<file path="src/rtl/gmr_pkg.sv">
package gmr_pkg;

    localparam int BANK_BITS = 9;
    localparam int BASE_W    = BANK_BITS + 16;

    localparam logic [1:0] PORT_INDEX = 2'd0;
    localparam logic [1:0] PORT_LO    = 2'd1;
    localparam logic [1:0] PORT_HI    = 2'd2;
    localparam logic [1:0] PORT_WORD  = 2'd3;

    localparam logic [3:0] IX_ID    = 4'h0;
    localparam logic [3:0] IX_XRES  = 4'h1;
    localparam logic [3:0] IX_YRES  = 4'h2;
    localparam logic [3:0] IX_BPP   = 4'h3;
    localparam logic [3:0] IX_CTRL  = 4'h4;
    localparam logic [3:0] IX_BANK  = 4'h5;
    localparam logic [3:0] IX_VWID  = 4'h6;
    localparam logic [3:0] IX_VHGT  = 4'h7;
    localparam logic [3:0] IX_XOFF  = 4'h8;
    localparam logic [3:0] IX_YOFF  = 4'h9;
    localparam logic [3:0] IX_MEM   = 4'hA;
    localparam logic [3:0] IX_DDC   = 4'hB;

    localparam int CTRL_ON    = 0;
    localparam int CTRL_CAPS  = 1;
    localparam int CTRL_GRAN  = 4;
    localparam int CTRL_DAC8  = 5;
    localparam int CTRL_NOCLR = 7;

    typedef struct packed {
        logic [15:0]       index;
        logic [15:0]       id;
        logic [15:0]       xres;
        logic [15:0]       yres;
        logic [15:0]       bpp;
        logic [15:0]       ctrl;
        logic [15:0]       bank;
        logic [15:0]       vwid;
        logic [15:0]       xoff;
        logic [15:0]       yoff;
        logic [15:0]       ddc;
        logic              gran32;
        logic [BASE_W-1:0] rbase;
        logic [BASE_W-1:0] wbase;
        logic              scl;
        logic              sda;
        logic              clr;
    } gmr_state_t;

endpackage

</file>
<file path="src/rtl/gmr_bankcalc.sv">
module gmr_bankcalc
    import gmr_pkg::*;
(
    input  logic [BANK_BITS-1:0] bank_num,
    input  logic                 gran32,
    output logic [BASE_W-1:0]    base
);
    localparam int SHIFT_SMALL = 15;
    localparam int SHIFT_LARGE = 16;

    logic [BASE_W-1:0] wide;

    always_comb begin
        wide = {{(BASE_W-BANK_BITS){1'b0}}, bank_num};
        base = gran32 ? (wide << SHIFT_SMALL) : (wide << SHIFT_LARGE);
    end
endmodule

</file>
<file path="src/rtl/gmr_readmux.sv">
module gmr_readmux
    import gmr_pkg::*;
#(
    parameter logic [15:0] MAX_X     = 16'd1920,
    parameter logic [15:0] MAX_Y     = 16'd1600,
    parameter logic [15:0] MAX_BPP   = 16'd32,
    parameter logic [15:0] MEM_UNITS = 16'd256
) (
    input  gmr_state_t  st,
    input  logic        scl_sense,
    input  logic        sda_sense,
    output logic [15:0] data
);
    localparam logic [15:0] CAPS_BANK = 16'h0010 << 8;
    localparam logic [15:0] DDC_IDLE  = 16'h000F;

    logic caps;
    logic hi_idx;

    always_comb begin
        caps   = st.ctrl[CTRL_CAPS];
        hi_idx = |st.index[15:4];
        data   = '0;
        if (!hi_idx) begin
            unique case (st.index[3:0])
                IX_ID:   data = st.id;
                IX_XRES: data = caps ? MAX_X   : st.xres;
                IX_YRES: data = caps ? MAX_Y   : st.yres;
                IX_BPP:  data = caps ? MAX_BPP : st.bpp;
                IX_CTRL: data = st.ctrl;
                IX_BANK: data = caps ? CAPS_BANK : st.bank;
                IX_VWID: data = st.vwid;
                IX_XOFF: data = st.xoff;
                IX_YOFF: data = st.yoff;
                IX_MEM:  data = MEM_UNITS;
                IX_DDC: begin
                    if (st.ddc[7]) begin
                        data    = st.ddc & 16'h0083;
                        data[2] = st.ddc[0] & scl_sense;
                        data[3] = st.ddc[1] & sda_sense;
                    end else begin
                        data = DDC_IDLE;
                    end
                end
                default: data = '0;
            endcase
        end
    end
endmodule

</file>
<file path="src/rtl/gfx_mode_regs.sv">
module gfx_mode_regs
    import gmr_pkg::*;
#(
    parameter logic [15:0] MAX_X     = 16'd1920,
    parameter logic [15:0] MAX_Y     = 16'd1600,
    parameter logic [15:0] MAX_BPP   = 16'd32,
    parameter logic [15:0] MEM_UNITS = 16'd256,
    parameter logic [15:0] REV_VALUE = 16'hB0C5
) (
    input  logic              clk,
    input  logic              rst_n,
    input  logic              acc_valid,
    input  logic              acc_write,
    input  logic [1:0]        acc_port,
    input  logic [15:0]       acc_wdata,
    output logic [15:0]       rd_index,
    output logic [15:0]       rd_data,
    output logic [BASE_W-1:0] rd_bank_base,
    output logic [BASE_W-1:0] wr_bank_base,
    output logic              dac_8bit,
    output logic              clear_req,
    output logic              ddc_scl_o,
    output logic              ddc_sda_o,
    input  logic              ddc_scl_i,
    input  logic              ddc_sda_i
);
    localparam logic [15:0] ID_LOW   = 16'hB0C0;
    localparam logic [15:0] ID_HIGH  = 16'hB0C4;
    localparam logic [15:0] ID_MAGIC = 16'hB0C5;

    gmr_state_t st_q, st_d;

    logic [15:0]       cur_data;
    logic [15:0]       wword;
    logic [BASE_W-1:0] new_base;
    logic              data_wr;

    gmr_readmux #(
        .MAX_X    (MAX_X),
        .MAX_Y    (MAX_Y),
        .MAX_BPP  (MAX_BPP),
        .MEM_UNITS(MEM_UNITS)
    ) u_rmux (
        .st       (st_q),
        .scl_sense(ddc_scl_i),
        .sda_sense(ddc_sda_i),
        .data     (cur_data)
    );

    gmr_bankcalc u_bcalc (
        .bank_num(wword[BANK_BITS-1:0]),
        .gran32  (st_q.gran32),
        .base    (new_base)
    );

    always_comb begin
        unique case (acc_port)
            PORT_LO: wword = {cur_data[15:8], acc_wdata[7:0]};
            PORT_HI: wword = {acc_wdata[7:0], cur_data[7:0]};
            default: wword = acc_wdata;
        endcase
        data_wr = acc_valid && acc_write && (acc_port != PORT_INDEX)
                  && !(|st_q.index[15:4]);
    end

    always_comb begin
        st_d     = st_q;
        st_d.clr = 1'b0;
        if (acc_valid && acc_write && acc_port == PORT_INDEX)
            st_d.index = acc_wdata;
        if (data_wr) begin
            unique case (st_q.index[3:0])
                IX_ID: begin
                    if (wword >= ID_LOW && wword <= ID_HIGH)
                        st_d.id = wword;
                    else if (wword == ID_MAGIC)
                        st_d.id = REV_VALUE;
                end
                IX_XRES: st_d.xres = wword;
                IX_YRES: st_d.yres = wword;
                IX_BPP:  st_d.bpp  = wword;
                IX_VWID: st_d.vwid = wword;
                IX_XOFF: st_d.xoff = wword;
                IX_YOFF: st_d.yoff = wword;
                IX_BANK: begin
                    st_d.bank = wword;
                    if (wword[15]) st_d.rbase = new_base;
                    if (wword[14]) st_d.wbase = new_base;
                end
                IX_CTRL: begin
                    st_d.ctrl              = wword;
                    st_d.ctrl[CTRL_NOCLR]  = 1'b0;
                    if (wword[CTRL_ON] && !st_q.ctrl[CTRL_ON]) begin
                        st_d.xoff = '0;
                        st_d.yoff = '0;
                        st_d.vwid = '0;
                        st_d.clr  = !wword[CTRL_NOCLR];
                    end else begin
                        st_d.rbase = '0;
                        st_d.wbase = '0;
                    end
                    if (wword[CTRL_GRAN] != st_q.gran32) begin
                        st_d.gran32 = wword[CTRL_GRAN];
                        st_d.rbase  = '0;
                        st_d.wbase  = '0;
                    end
                end
                IX_DDC: begin
                    if (wword[7]) begin
                        st_d.ddc = wword;
                        st_d.scl = wword[0];
                        st_d.sda = wword[1];
                    end else begin
                        st_d.ddc[7] = 1'b0;
                    end
                end
                default: ;
            endcase
        end
    end

    always_ff @(posedge clk) begin
        if (!rst_n) begin
            st_q     <= '0;
            st_q.scl <= 1'b1;
            st_q.sda <= 1'b1;
        end else begin
            st_q <= st_d;
        end
    end

    assign rd_index     = st_q.index;
    assign rd_data      = cur_data;
    assign rd_bank_base = st_q.rbase;
    assign wr_bank_base = st_q.wbase;
    assign dac_8bit     = st_q.ctrl[CTRL_DAC8];
    assign clear_req    = st_q.clr;
    assign ddc_scl_o    = st_q.scl;
    assign ddc_sda_o    = st_q.sda;
endmodule

</file>
<file path="config.mk">
export PLATFORM = sky130hd
export DESIGN_NAME = gfx_mode_regs
export DESIGN_NICKNAME = d
export VERILOG_FILES = /design/src/rtl/gmr_pkg.sv /design/src/rtl/gmr_bankcalc.sv /design/src/rtl/gmr_readmux.sv /design/src/rtl/gfx_mode_regs.sv
export SDC_FILE = /design/constraint.sdc
export NUM_CORES = 1
export LEC_CHECK = 0
export ABC_AREA = 1
export BUFFER_PORTS_ARGS = -buffer_cell sky130_fd_sc_hd__buf_2
export CAP_MARGIN = 20
export CELL_PAD_IN_SITES_DETAIL_PLACEMENT = 0
export CELL_PAD_IN_SITES_GLOBAL_PLACEMENT = 1
export CORE_MARGIN = 4
export CORE_UTILIZATION = 45
export CTS_BUF_LIST = sky130_fd_sc_hd__clkbuf_8 sky130_fd_sc_hd__clkbuf_16
export CTS_CLUSTER_SIZE = 14
export DETAILED_ROUTE_END_ITERATION = 7
export MAX_ROUTING_LAYER = met4
export PLACE_DENSITY = 0.94
export REMOVE_ABC_BUFFERS = 1
export SLEW_MARGIN = 20
export SYNTH_ARGS = -nofsm -noshare
export SYNTH_HDL_FRONTEND = slang
export SYNTH_SLANG_ARGS = --single-unit
</file>
<file path="constraint.sdc">
create_clock -name clk -period 6.9 [get_ports clk]
set_input_delay 1.38 -clock clk [delete_from_list [all_inputs] [get_ports clk]]
set_output_delay 1.38 -clock clk [all_outputs]
set_load 0.005 [all_outputs]
</file>
==> impl_metrics.toml <==
[synthesis]
post_synth_inst_count = 1478
synthesis.area_per_instance_um2 = 6.494
postSynthRegisterBits = 186
muxShareOfSynthArea_pct = 0
post_synth_fa_ha_maj_area_fraction_pct = 0.3911
synth.lib_cells_used.distinct = 32
sequential_to_total_area_share_from_yosys_stat_pct = 38.80
synth_xor_area_share_pct = 0
post_synthesis_cell_area_um2 = 9598
synth_compound_area_share_pct = 14.76
synthesis.yosys.warnings = 0
post_synth_and_or_nand_nor_area_fraction_pct = 30.39
largest_family_of_logic_cells_by_synthesized_area = "simple AND/OR/NAND/NOR gates"

[clock_tree]
postCtsSetupBuffers = 0
clk_latency_ns = 0.45
cts_num_sinks = 186
tritoncts_clock_tree = "done"
cts_hold_buf = 0
cts.clk_slew.worst_paths_ns = 0.07
cts_repair_resize_count = 0
cts_made_buffers = 17
clock_tree.root_cell = "clkbuf_16"
clk_path_buf_depth = 2
cts.htree.levels = 4

[die]
coreArea_um2 = 21020
die_height_um = 154.0
die-width_um = 154.0
rows = 53
initial_utilization_pct = 45.66
boundaryPins = 110
design.die.area_um2 = 23730

[sta]
total_neg_setup_slack_ns = 0
worst_pin_slew_ns = 1.157
slew_viol_final = 0
final_critical_path_setup_slack_ns = 2.572
final-hold-violation-count = 0
fmax_mhz = 231.1
min_period_over_period_pct = 62.72
slew-limit-headroom_pct = 22.59
post-route-min-period_ns = 4.328
fin_skew_ns = 0.01411
grt_setup_unrepaired = "no"
final.hold.worst_slack_ns = 0.4392
timing.final.setup_violations = 0

[setup_path]
worst-setup-path-type = "reg -> out"
timing.critical_path.arrival_ns = 2.95
critical-path-max-stage-delay_ns = 0.85
crit_path_end_kind = "output port"
cp_cell_sequence = "buf_4 -> inv_2 -> nand2_1 -> nor2_1 -> nor2_1 -> nand3_1 -> nand2_1 -> inv_1 -> buf_2"
worstPathRequired_ns = 5.52
critPathSlowestCell = "dfxtp_1"
timing.critical_path.from_type = "flop"
path_max_fanout = 28

[min_path]
holdCritPathClass = "reg -> reg"

[pwr]
pwr_density_cell_nw_per_um2 = 221.5
leakagePower_uw = 0.004960
max-vdd-ir-drop_mv = 0.1642

[route]
antenna_violating_nets_post_route = 0
detailedRoute.firstPassIterationCount = 5
vias = 9555
vias_per_cell = 5.401
wirelength_um = 31950
dr.first_iter.drc_count = 1060
drc = 0
routedWlPerCell_um = 18.06

[global_routing]
gr-total-overflow = 0
global_route.usage.total_pct = 27.01
antenna_violations_before_repair = 0
grt_pass1_wl_um = 48760
grt_pass1_vias = 8441
largest_net_degree_at_the_start_of_global_routing = 69

[run]
maxcap_viol_count = 0

[place]
place.gp.congestion = 0.9892
dp_hpwl_um = 21980
dp_slack_ns = 2.530
placement.io_buffers = 79

[finish]
drive_above_1_share_pct = 10.98
fillers = 2182
mostFrequentLayoutCell = "nand2_1"
design.final.nets = 1508
layout.cells.most_common_list = "nand2_1, dfxtp_1, inv_1, a21oi_1, nor2_1"
syn_to_final_growth_pct = 7.444
num_antenna_cells = 0

[outcome]
run_status = "completed"
==> logic make-up (layout without fill, tap and decap cells) <==
group | after synthesis | after routing
compound gates | 265 | 265
simple gates | 705 | 705
other cells | 1 | 30
fa+ha+maj | 3 | 3
buf+inv | 318 | 305
flops | 186 | 186
==> worst max-delay path: cells and delay by family (launching register included) <==
kind / cells / cell delay [ns]
buf+inv: 4 / 0.87
flops: 1 / 0.85
simple gates: 5 / 0.77
==> stage by stage <==
stage	instance area, um2	total power (uW)	utilization, %	instances
after floorplan	8886	1223	-	1370
after global placement	9726	1319	46.27	1737
after detailed placement	9726	1318	46.27	1737
after CTS	10300	2282	49.02	1769
after global routing	10310	2350	49.06	1769
final	10310	2285	49.06	1769
==> area by class of cell <==
type | count | area [um2] | area share, %
Sequential cell | 186 | 3724 | 36.11
Multi-Input combinational cell | 1003 | 4493 | 43.57
Inverter | 181 | 679.4 | 6.588
Timing Repair Buffer | 92 | 493.0 | 4.780
Clock inverter | 13 | 126.4 | 1.225
Tap cell | 275 | 344.1 | 3.337
Clock buffer | 19 | 452.9 | 4.392
==> Yosys cell counts <==
| master | instances | area (um2) |
|---|---|---|
| clkbuf_1 | 41 | 153.9 |
| clkinv_1 | 2 | 7.510 |
| a31oi_1 | 3 | 18.77 |
| buf_1 | 7 | 26.28 |
| o21ai_1 | 1 | 5.000 |
| o211ai_1 | 28 | 210.2 |
| and3_1 | 2 | 12.51 |
| buf_6 | 2 | 22.52 |
| nand3_2 | 1 | 10.01 |
| inv_1 | 168 | 630.6 |
| nor3_1 | 5 | 25.02 |
| conb_1 | 1 | 3.750 |
| ha_1 | 3 | 37.54 |
| a21oi_1 | 154 | 770.7 |
| nand2_1 | 397 | 1490 |
| nor2_1 | 154 | 578.1 |
| nand2_2 | 6 | 37.54 |
| nand4_1 | 18 | 112.6 |
| or2_2 | 6 | 37.54 |
| o21ai_0 | 74 | 370.4 |
| nand3_1 | 105 | 525.5 |
| buf_2 | 14 | 70.07 |
| a22o_1 | 3 | 26.28 |
| inv_2 | 11 | 41.29 |
| o21ai_2 | 1 | 8.760 |
| nor4_1 | 1 | 6.260 |
| buf_4 | 73 | 548.0 |
| nor2_4 | 3 | 33.78 |
| nor3_2 | 1 | 10.01 |
| dfxtp_1 | 186 | 3724 |
| nor2_2 | 6 | 37.54 |
| o22ai_1 | 1 | 6.260 |
==> registers in the layout, indices dropped and copies added, names as in the netlist <==
signal	cells
clear_req	1
st_q	146
rd_index	16
rd_bank_base	10
wr_bank_base	10
dac_8bit	1
ddc_sda_o	1
ddc_scl_o	1
==> path summary, 6_finish.rpt <==
path                             startpoint     endpoint  slack, ns  cells after the start
worst min register to register    st_q[212]    st_q[212]       0.44                      2
worst min-delay path              st_q[212]    st_q[212]       0.44                      2
worst max register to register  rd_index[0]    st_q[200]       3.00                     13
worst max-delay path              st_q[135]  rd_data[13]       2.57                      9
==> layer usage <==
layer | global-route usage (%) | vias up | part of all wire [%]
met3 | 5.038 | 68 | 10
met1 | 37.26 | 4381 | 43
met4 | 9.251 | 0 | 3.3
li1 | - | 4592 | -
met2 | 39.83 | 514 | 43
met5 | - | - | 0
==> report_power, final <==
part | internal, uW | leakage (uW) | switching [uW] | total [uW]
registers | 1080 | 0.00150 | 5.79 | 1090
clock network | 498 | 0.000286 | 485 | 983
logic | 43.2 | 0.00318 | 173 | 217
total | 1620 | 0.00496 | 665 | 2280
Power figures use the tool's default switching activity.
